==> config.mk <==
export PLATFORM = sky130hd
export DESIGN_NAME = gfx_cmd_dispatch
export DESIGN_NICKNAME = d
export VERILOG_FILES = /design/src/rtl/gfx_cmd_pkg.sv /design/src/rtl/gfx_cmd_decode.sv /design/src/rtl/gfx_cmd_regs.sv /design/src/rtl/gfx_unit_seq.sv /design/src/rtl/gfx_cmd_dispatch.sv
export SDC_FILE = /design/constraint.sdc
export NUM_CORES = 1
export LEC_CHECK = 0
export BUFFER_PORTS_ARGS = -buffer_cell sky130_fd_sc_hd__buf_2
export CORE_ASPECT_RATIO = 1.75
export CORE_MARGIN = 1
export CORE_UTILIZATION = 49
export CTS_CLUSTER_SIZE = 12
export DETAILED_ROUTE_END_ITERATION = 7
export GPL_ROUTABILITY_DRIVEN = 0
export PLACE_DENSITY = 0.79
export SLEW_MARGIN = 5
export SYNTH_ARGS = -nofsm -noshare
export SYNTH_HDL_FRONTEND = slang
export SYNTH_SLANG_ARGS = --single-unit
==> constraint.sdc <==
create_clock -name clk -period 2.2 [get_ports clk]
set_input_delay 0.11 -clock clk [delete_from_list [all_inputs] [get_ports clk]]
set_output_delay 0.11 -clock clk [all_outputs]
set_load 0.02 [all_outputs]
==> src/rtl/gfx_cmd_pkg.sv <==
package gfx_cmd_pkg;

  localparam int OPC_W     = 4;
  localparam int NUM_UNITS = 7;

  typedef enum logic [OPC_W-1:0] {
    OPC_NOP    = 4'd0,
    OPC_SET_P1 = 4'd1,
    OPC_SET_P2 = 4'd2,
    OPC_CLEAR  = 4'd3,
    OPC_RECT   = 4'd4,
    OPC_LINE   = 4'd5,
    OPC_IMAGE  = 4'd6,
    OPC_LAYER  = 4'd7,
    OPC_CRECT  = 4'd8,
    OPC_FGVIS  = 4'd9,
    OPC_FONT   = 4'd10,
    OPC_TEXT   = 4'd11
  } opc_e;

  // Opcode owned by each drawing unit, unit 0 in the low nibble.
  localparam logic [NUM_UNITS*OPC_W-1:0] UNIT_OPC_TBL = {
    OPC_TEXT, OPC_FONT, OPC_CRECT, OPC_IMAGE, OPC_LINE, OPC_RECT, OPC_CLEAR
  };

  typedef struct packed {
    logic                 set_p1;
    logic                 set_p2;
    logic                 set_layer;
    logic                 set_fgvis;
    logic [NUM_UNITS-1:0] unit_sel;
  } dec_t;

endpackage

==> src/rtl/gfx_cmd_decode.sv <==
module gfx_cmd_decode
  import gfx_cmd_pkg::*;
(
  input  logic [OPC_W-1:0] opc,
  output dec_t             dec
);

  logic [NUM_UNITS-1:0] hit;

  for (genvar u = 0; u < NUM_UNITS; u++) begin : g_unit
    assign hit[u] = (opc == UNIT_OPC_TBL[u*OPC_W +: OPC_W]);
  end

  always_comb begin
    dec          = '0;
    dec.unit_sel = hit;
    case (opc)
      OPC_SET_P1: dec.set_p1    = 1'b1;
      OPC_SET_P2: dec.set_p2    = 1'b1;
      OPC_LAYER:  dec.set_layer = 1'b1;
      OPC_FGVIS:  dec.set_fgvis = 1'b1;
      default:    ;
    endcase
  end

endmodule

==> src/rtl/gfx_cmd_regs.sv <==
module gfx_cmd_regs #(
  parameter int X_W     = 10,
  parameter int Y_W     = 10,
  parameter int PARAM_W = 20
) (
  input  logic               clk,
  input  logic               rst,
  input  logic               en,
  input  logic               set_p1,
  input  logic               set_p2,
  input  logic               set_layer,
  input  logic               set_fgvis,
  input  logic [PARAM_W-1:0] param,
  output logic [X_W-1:0]     p1_x,
  output logic [Y_W-1:0]     p1_y,
  output logic [X_W-1:0]     p2_x,
  output logic [Y_W-1:0]     p2_y,
  output logic               layer_bg,
  output logic               fg_show
);

  localparam int NPT = 2;

  logic [NPT-1:0] pt_we;
  logic [X_W-1:0] pt_x [NPT];
  logic [Y_W-1:0] pt_y [NPT];

  assign pt_we = {set_p2, set_p1};

  for (genvar k = 0; k < NPT; k++) begin : g_pt
    always_ff @(posedge clk) begin
      if (rst) begin
        pt_x[k] <= '0;
        pt_y[k] <= '0;
      end else if (en && pt_we[k]) begin
        pt_x[k] <= param[X_W-1:0];
        pt_y[k] <= param[X_W +: Y_W];
      end
    end
  end

  always_ff @(posedge clk) begin
    if (rst) begin
      layer_bg <= 1'b1;
      fg_show  <= 1'b1;
    end else if (en) begin
      if (set_layer) layer_bg <= param[0];
      if (set_fgvis) fg_show  <= param[0];
    end
  end

  assign p1_x = pt_x[0];
  assign p1_y = pt_y[0];
  assign p2_x = pt_x[1];
  assign p2_y = pt_y[1];

endmodule

==> src/rtl/gfx_unit_seq.sv <==
module gfx_unit_seq #(
  parameter int NU      = 7,
  parameter int PARAM_W = 20
) (
  input  logic               clk,
  input  logic               rst,
  input  logic               fire,
  input  logic [NU-1:0]      unit_sel,
  input  logic [PARAM_W-1:0] param,
  input  logic [NU-1:0]      fn_done,
  output logic [NU-1:0]      fn_start,
  output logic [NU-1:0]      fn_active,
  output logic [PARAM_W-1:0] fn_param,
  output logic               busy
);

  logic unit_finished;

  assign busy          = |fn_active;
  assign unit_finished = |(fn_active & fn_done);

  always_ff @(posedge clk) begin
    if (rst) begin
      fn_start  <= '0;
      fn_active <= '0;
      fn_param  <= '0;
    end else begin
      fn_start <= '0;
      if (busy) begin
        if (unit_finished) begin
          fn_active <= '0;
          fn_param  <= '0;
        end
      end else if (fire && |unit_sel) begin
        fn_start  <= unit_sel;
        fn_active <= unit_sel;
        fn_param  <= param;
      end
    end
  end

endmodule

==> src/rtl/gfx_cmd_dispatch.sv <==
module gfx_cmd_dispatch
  import gfx_cmd_pkg::*;
#(
  parameter  int X_W     = 10,
  parameter  int Y_W     = 10,
  parameter  int CW      = 5,
  localparam int PARAM_W = ((X_W + Y_W) > (3 * CW)) ? (X_W + Y_W) : (3 * CW),
  localparam int INSTR_W = OPC_W + PARAM_W
) (
  input  logic                 clk,
  input  logic                 rst,
  input  logic [INSTR_W-1:0]   fifo_data,
  input  logic                 fifo_empty,
  output logic                 fifo_pop,
  output logic [NUM_UNITS-1:0] fn_start,
  output logic [NUM_UNITS-1:0] fn_active,
  input  logic [NUM_UNITS-1:0] fn_done,
  output logic [PARAM_W-1:0]   fn_param,
  output logic [CW-1:0]        fn_red,
  output logic [CW-1:0]        fn_green,
  output logic [CW-1:0]        fn_blue,
  output logic [X_W-1:0]       p1_x,
  output logic [Y_W-1:0]       p1_y,
  output logic [X_W-1:0]       p2_x,
  output logic [Y_W-1:0]       p2_y,
  output logic                 layer_bg,
  output logic                 fg_show
);

  logic [OPC_W-1:0]   opc;
  logic [PARAM_W-1:0] param;
  dec_t               dec;
  logic               busy;

  assign opc      = fifo_data[INSTR_W-1 -: OPC_W];
  assign param    = fifo_data[PARAM_W-1:0];
  assign fifo_pop = !rst && !busy && !fifo_empty;

  gfx_cmd_decode dec_i (
    .opc (opc),
    .dec (dec)
  );

  gfx_cmd_regs #(
    .X_W     (X_W),
    .Y_W     (Y_W),
    .PARAM_W (PARAM_W)
  ) regs_i (
    .clk       (clk),
    .rst       (rst),
    .en        (fifo_pop),
    .set_p1    (dec.set_p1),
    .set_p2    (dec.set_p2),
    .set_layer (dec.set_layer),
    .set_fgvis (dec.set_fgvis),
    .param     (param),
    .p1_x      (p1_x),
    .p1_y      (p1_y),
    .p2_x      (p2_x),
    .p2_y      (p2_y),
    .layer_bg  (layer_bg),
    .fg_show   (fg_show)
  );

  gfx_unit_seq #(
    .NU      (NUM_UNITS),
    .PARAM_W (PARAM_W)
  ) seq_i (
    .clk       (clk),
    .rst       (rst),
    .fire      (fifo_pop),
    .unit_sel  (dec.unit_sel),
    .param     (param),
    .fn_done   (fn_done),
    .fn_start  (fn_start),
    .fn_active (fn_active),
    .fn_param  (fn_param),
    .busy      (busy)
  );

  assign fn_red   = fn_param[2*CW +: CW];
  assign fn_green = fn_param[CW +: CW];
  assign fn_blue  = fn_param[0 +: CW];

endmodule

# Word level (Yosys, flattened, before mapping)
# Memory sizes are Yosys's and may differ from the RTL's.
# Cells that the tools add are included.
dict set report totals {
  ramBits 40
  word_cells 63
  mem_bits_ro 0
  register_bits 36
  n_memories 2
  latch_bits 0
  out_inout_bits 92
  input_bits 34
}
# name words width read_ports rd_ports_with_merged_regs write_ports line
set memory_table {}
lappend memory_table {regs_i.pt_x 2 10 2 0 2 gfx_cmd_regs.sv:25} ;# logic [X_W-1:0] pt_x [NPT];
lappend memory_table {regs_i.pt_y 2 10 2 0 2 gfx_cmd_regs.sv:26} ;# logic [Y_W-1:0] pt_y [NPT];
dict set report classes {
  n_mux 22
  div 0
  reduce_logical 16
  bitwise 6
  magnitude_cmp 0
  add_sub_neg 0
  n_eq_ne 12
  mul 0
  n_shift 0
}
# cell n
set op_table {}
lappend op_table {{2-to-1 mux 20 bit} 3}
lappend op_table {{2-to-1 mux 10 bit} 4}
lappend op_table {{2-to-1 mux 7 bit} 3}
lappend op_table {{OR reduction 7 bit} 3}
lappend op_table {{== test 4 x 3 -> 1 bit (second input constant)} 4}
lappend op_table {{== test 4 bit (second input constant)} 4}
lappend op_table {{2-to-1 mux 1 bit} 12}
lappend op_table {{OR reduction 9 bit} 1}
lappend op_table {{== test 4 x 2 -> 1 bit (second input constant)} 2}
lappend op_table {{bitwise AND 7 bit} 1}
lappend op_table {{AND reduction 2 bit} 3}
lappend op_table {{logical AND 1 bit} 5}
lappend op_table {{== test 4 x 1 -> 1 bit (second input constant)} 1}
lappend op_table {{bitwise OR 1 bit} 4}
lappend op_table {{zero test 1 bit} 3}
lappend op_table {{inequality test 2 x 1 -> 1 bit (second input constant)} 1}
lappend op_table {{nonzero test 2 bit} 1}
lappend op_table {{NOT 1 bit} 1}

# Longest topological paths before layout
dict set report logic_depth {
  ltp_word 9
  mapped_depth 7
  depth_no_buf 4
}

# Cells and area by module
# From an unflattened synthesis, not the netlist that was laid out.
dict set report unflattened {
  hier_cells 273
  area_unflattened_um2 3353.2
}
# mod seq_area_each_um2 area_per_inst_um2 cells_each n_inst
set modules_own_cells {}
lappend modules_own_cells {gfx_cmd_regs 1241.2 1630.3 97 1}
lappend modules_own_cells {gfx_unit_seq 680.7 1372.6 145 1}
lappend modules_own_cells {gfx_cmd_decode 0.0 227.7 15 1}
lappend modules_own_cells {gfx_cmd_dispatch 0.0 122.6 16 1}

# Worst setup path after synthesis
# Ideal clock, no wire load.
dict set report synth_timing {
  path_type {flip-flop to flip-flop}
  startpoint {register seq_i.fn_active[4]}
  endpoint {memory regs_i.pt_x[1][0] (enable)}
  n_path_buf 1
  path_stages_with_launch 6
  setup_slack_ns 0.173
  t_required_ns 1.823
  period_less_slack_ns 2.027
  arrival_ns 1.650
  path_cell_list {dfxtp_1 nor4_2 and3_1 buf_2 and3_1 or2_1}
}
# item line
set synth_lines {}
lappend synth_lines {{start, declared} gfx_unit_seq.sv:12} ;# output logic [NU-1:0] fn_active,
lappend synth_lines {{start signal, assigned} gfx_unit_seq.sv:36} ;# fn_active <= unit_sel;
lappend synth_lines {{end, declared} gfx_cmd_regs.sv:25}

# Worst setup path after layout
dict set report layout_timing {
  startpoint {register seq_i.fn_active[4]}
  endpoint {output port fifo_pop}
}
dict set report layout_via {
  elab_chain_len 4
}
# item line
set layout_rtl {}
lappend layout_rtl {{OR reduction 7 bit} gfx_unit_seq.sv:19} ;# assign busy = |fn_active;
lappend layout_rtl {{zero test 1 bit} gfx_cmd_dispatch.sv:37} ;# assign fifo_pop = !rst && !busy && !fifo_empty;
lappend layout_rtl {{logical AND 1 bit (2 in a row)} gfx_cmd_dispatch.sv:37}
lappend layout_rtl {{end, declared} gfx_cmd_dispatch.sv:14} ;# output logic fifo_pop,
# No other way between the ends.

==> reports/qor.yml <==
sta:
  hold_viol: 0
  rsz0062_at_grt: "false"
  fin_tns_setup_ns: 0
  final-setup-viol-count: 0
  maxSlewHeadroom: 0.618
  min_period_ns: 1.84
  fmax_ghz: 0.543
  report.final.slew_viol_count: 0
  finClkSkew_ns: 0.00695
  tightest_slew_ns: 0.572
  finalCritPeriodShare: 0.838
clock_tree:
  tritoncts: "yes"
  cts_max_path_buffers: 2
  path_clk_slew_ns: 0.06
  cts_hold_buffers: 0
  cts_setup_buffers: 0
  cts-root-buf: "clkbuf_16"
  ctsHtreeMaxLevel: 3
  cts_resized: 0
  cts.sinks: 76
  cts-buffers-inserted: 9
  clock_latency_ns: 0.33
drt:
  wl_um: 7090
  first_pass_iters: 4
  drc_errors: 0
  drt_iter0_drc: 98
  routed_via_density: 5.30
  wl_per_cell_um: 15.4
  antenna_left: 0
  routed-via-count: 2440
grt:
  grt_first_pass_wirelength_um: 11000
  track_usage: 0.213
  overflow: 0
  grt_max_degree: 51
  antenna_found_initial: 0
  grt_pass1_vias: 2204
worst_setup_path:
  critPathLaunchType: "flop"
  crit_buf_inv: 2
  cp_top_family: "simple AND/OR/NAND/NOR gates"
  crit_required_ns: 2.09
  critical_path_arrival_ns: 1.73
  cp_max_fo: 21
  crit_chain: "nor4_2 -> and3_1 -> buf_4 -> buf_2"
  endpoint_kind: "output pin"
  setup.worst_path.class: "reg2out"
  cpPeakStageDelay_ns: 0.34
  slowest_stage: "nor4_2"
  reg2reg_slack_ns: 0.39
layout:
  diodes: 0
  nFillCells: 521
  multi_input_area_um2: 1050
  final_cell_area_um2: 4190
  final_cells: 460
  drive_gt1_frac: 0.442
  area_growth_pct: 28.1
  seq_area_um2: 1920
  fin_nets: 408
yosys:
  ys_async_sr_fraction: 0
  synth.distinct_cells: 32
  ys_seq_elements: 76
  ys_top_cells_by_count: "42 x and2_1, 40 x edfxtp_1, 36 x dfxtp_1"
  synth_area_per_cell_um2: 12.4
  synth_flop_cell: "edfxtp_1"
  ys_seq_area_frac: 0.588
  yosysMostFrequentCell: "and2_1"
  synth_area_um2: 3270
  syn_inst: 263
  synth_top_area_frac: 0.367
  synthTopCellsByArea: "edfxtp_1 37%, dfxtp_1 22%, and2_1 8.0%"
  synth_edf_count: 40
  synth_nets: 297
  synth_top_cell_by_area: "edfxtp_1"
  ys_warn_count: 0
pwr:
  p_leak_nw: 1.93
  power_density_nw_per_um2: 846
  ir_drop_v: 0.000687
die:
  die_w_um: 63.8
  fp.coreArea_um2: 6490
  rows: 39
  pin_count: 126
  die_y_um: 110
  fp.dieArea_um2: 7020
  initial_core_util: 0.504
place:
  post_dp_cell_area_um2: 3850
  placed_cells: 445
  io_buffers: 125
  dp_hpwl_um: 4920
min_path:
  holdCritPathClass: "in2reg"
job:
  drv_cap: 0
run_status:
  outcome: "completed"
## cell usage in the layout (no fill, tap or decap), drive strengths merged, types with 2 or more instances in the layout
master and count:
buf 135, and2 43, edfxtp 40, dfxtp 36, inv 20, nand4b 20
o41ai 20, and3 10, nor2 9, clkbuf 9, a32oi 4, nor3 3
nor2b 3, a32o 3, bufinv 3, or2 2, a22oi 2, nand2 2
a41oi 2, clkinvlp 2
## cell type report
class                           instances  share of cell area
Sequential cell                        76               0.459
Clock buffer                            9              0.0537
Timing Repair Buffer                  135               0.167
Multi-Input combinational cell        132               0.251
Clock inverter                          6              0.0272
Inverter                               20              0.0179
Tap cell                               82              0.0245
## per-stage QoR
stage          hold slack, ns  setup slack, ns   util  total power [mW]
2_1_floorplan           0.187            0.173      -              1.81
3_5_place_dp            0.383            0.435  0.593              1.93
3_3_place_gp            0.375            0.490  0.593              1.92
6_report               0.0397            0.357  0.646              3.54
4_1_cts                0.0333            0.374  0.646              3.57
5_1_grt                0.0551            0.226  0.646              3.64
## logic make-up after synthesis
family	synth area share
and+or+nand+nor	0.192
buffers and inverters	0.0910
xor gates and xnor gates	0.00268
AOI/OAI and AO/OA	0.127
DFF	0.588
## flip-flops by register name, summed over array words and instances (netlist names)
| register | count |
|---|---|
| regs_i.pt_x | 20 |
| regs_i.layer_bg | 1 |
| seq_i.fn_start | 7 |
| regs_i.fg_show | 1 |
| seq_i.fn_active | 7 |
| seq_i.fn_param | 20 |
| regs_i.pt_y | 20 |
## report_power, final
group          switching [mW]  total [mW]  internal, mW  leakage, nW
clock                   0.546        1.65          1.10        0.158
combinational           0.225       0.337         0.113         1.06
sequential             0.0216        1.56          1.54        0.709
## worst reg2reg max path, cell delays in order, from the launching register on
cell     delay (ns)
dfxtp_1        0.33
nor4_2         0.34
and3_1         0.26
and3_1         0.18
or2_1          0.10
buf_4          0.27
## per-layer routing
layer	part of all wire	up-vias	global-route usage
li1	-	1164	-
met1	0.38	1139	0.229
met2	0.53	114	0.370
met3	0.059	23	0.0545
met4	0.037	0	0.130
met5	0	-	0
## worst paths after layout
kind                        endpoint          startpoint  cells past startpoint
setup reg to reg   regs_i.pt_y[0][8]  seq_i.fn_active[4]                      5
setup / recovery            fifo_pop  seq_i.fn_active[4]                      4
hold reg to reg   seq_i.fn_param[19]  seq_i.fn_param[19]                      2
hold / removal     seq_i.fn_start[1]       fifo_data[21]                      2
Power figures use the tool's default switching activity.
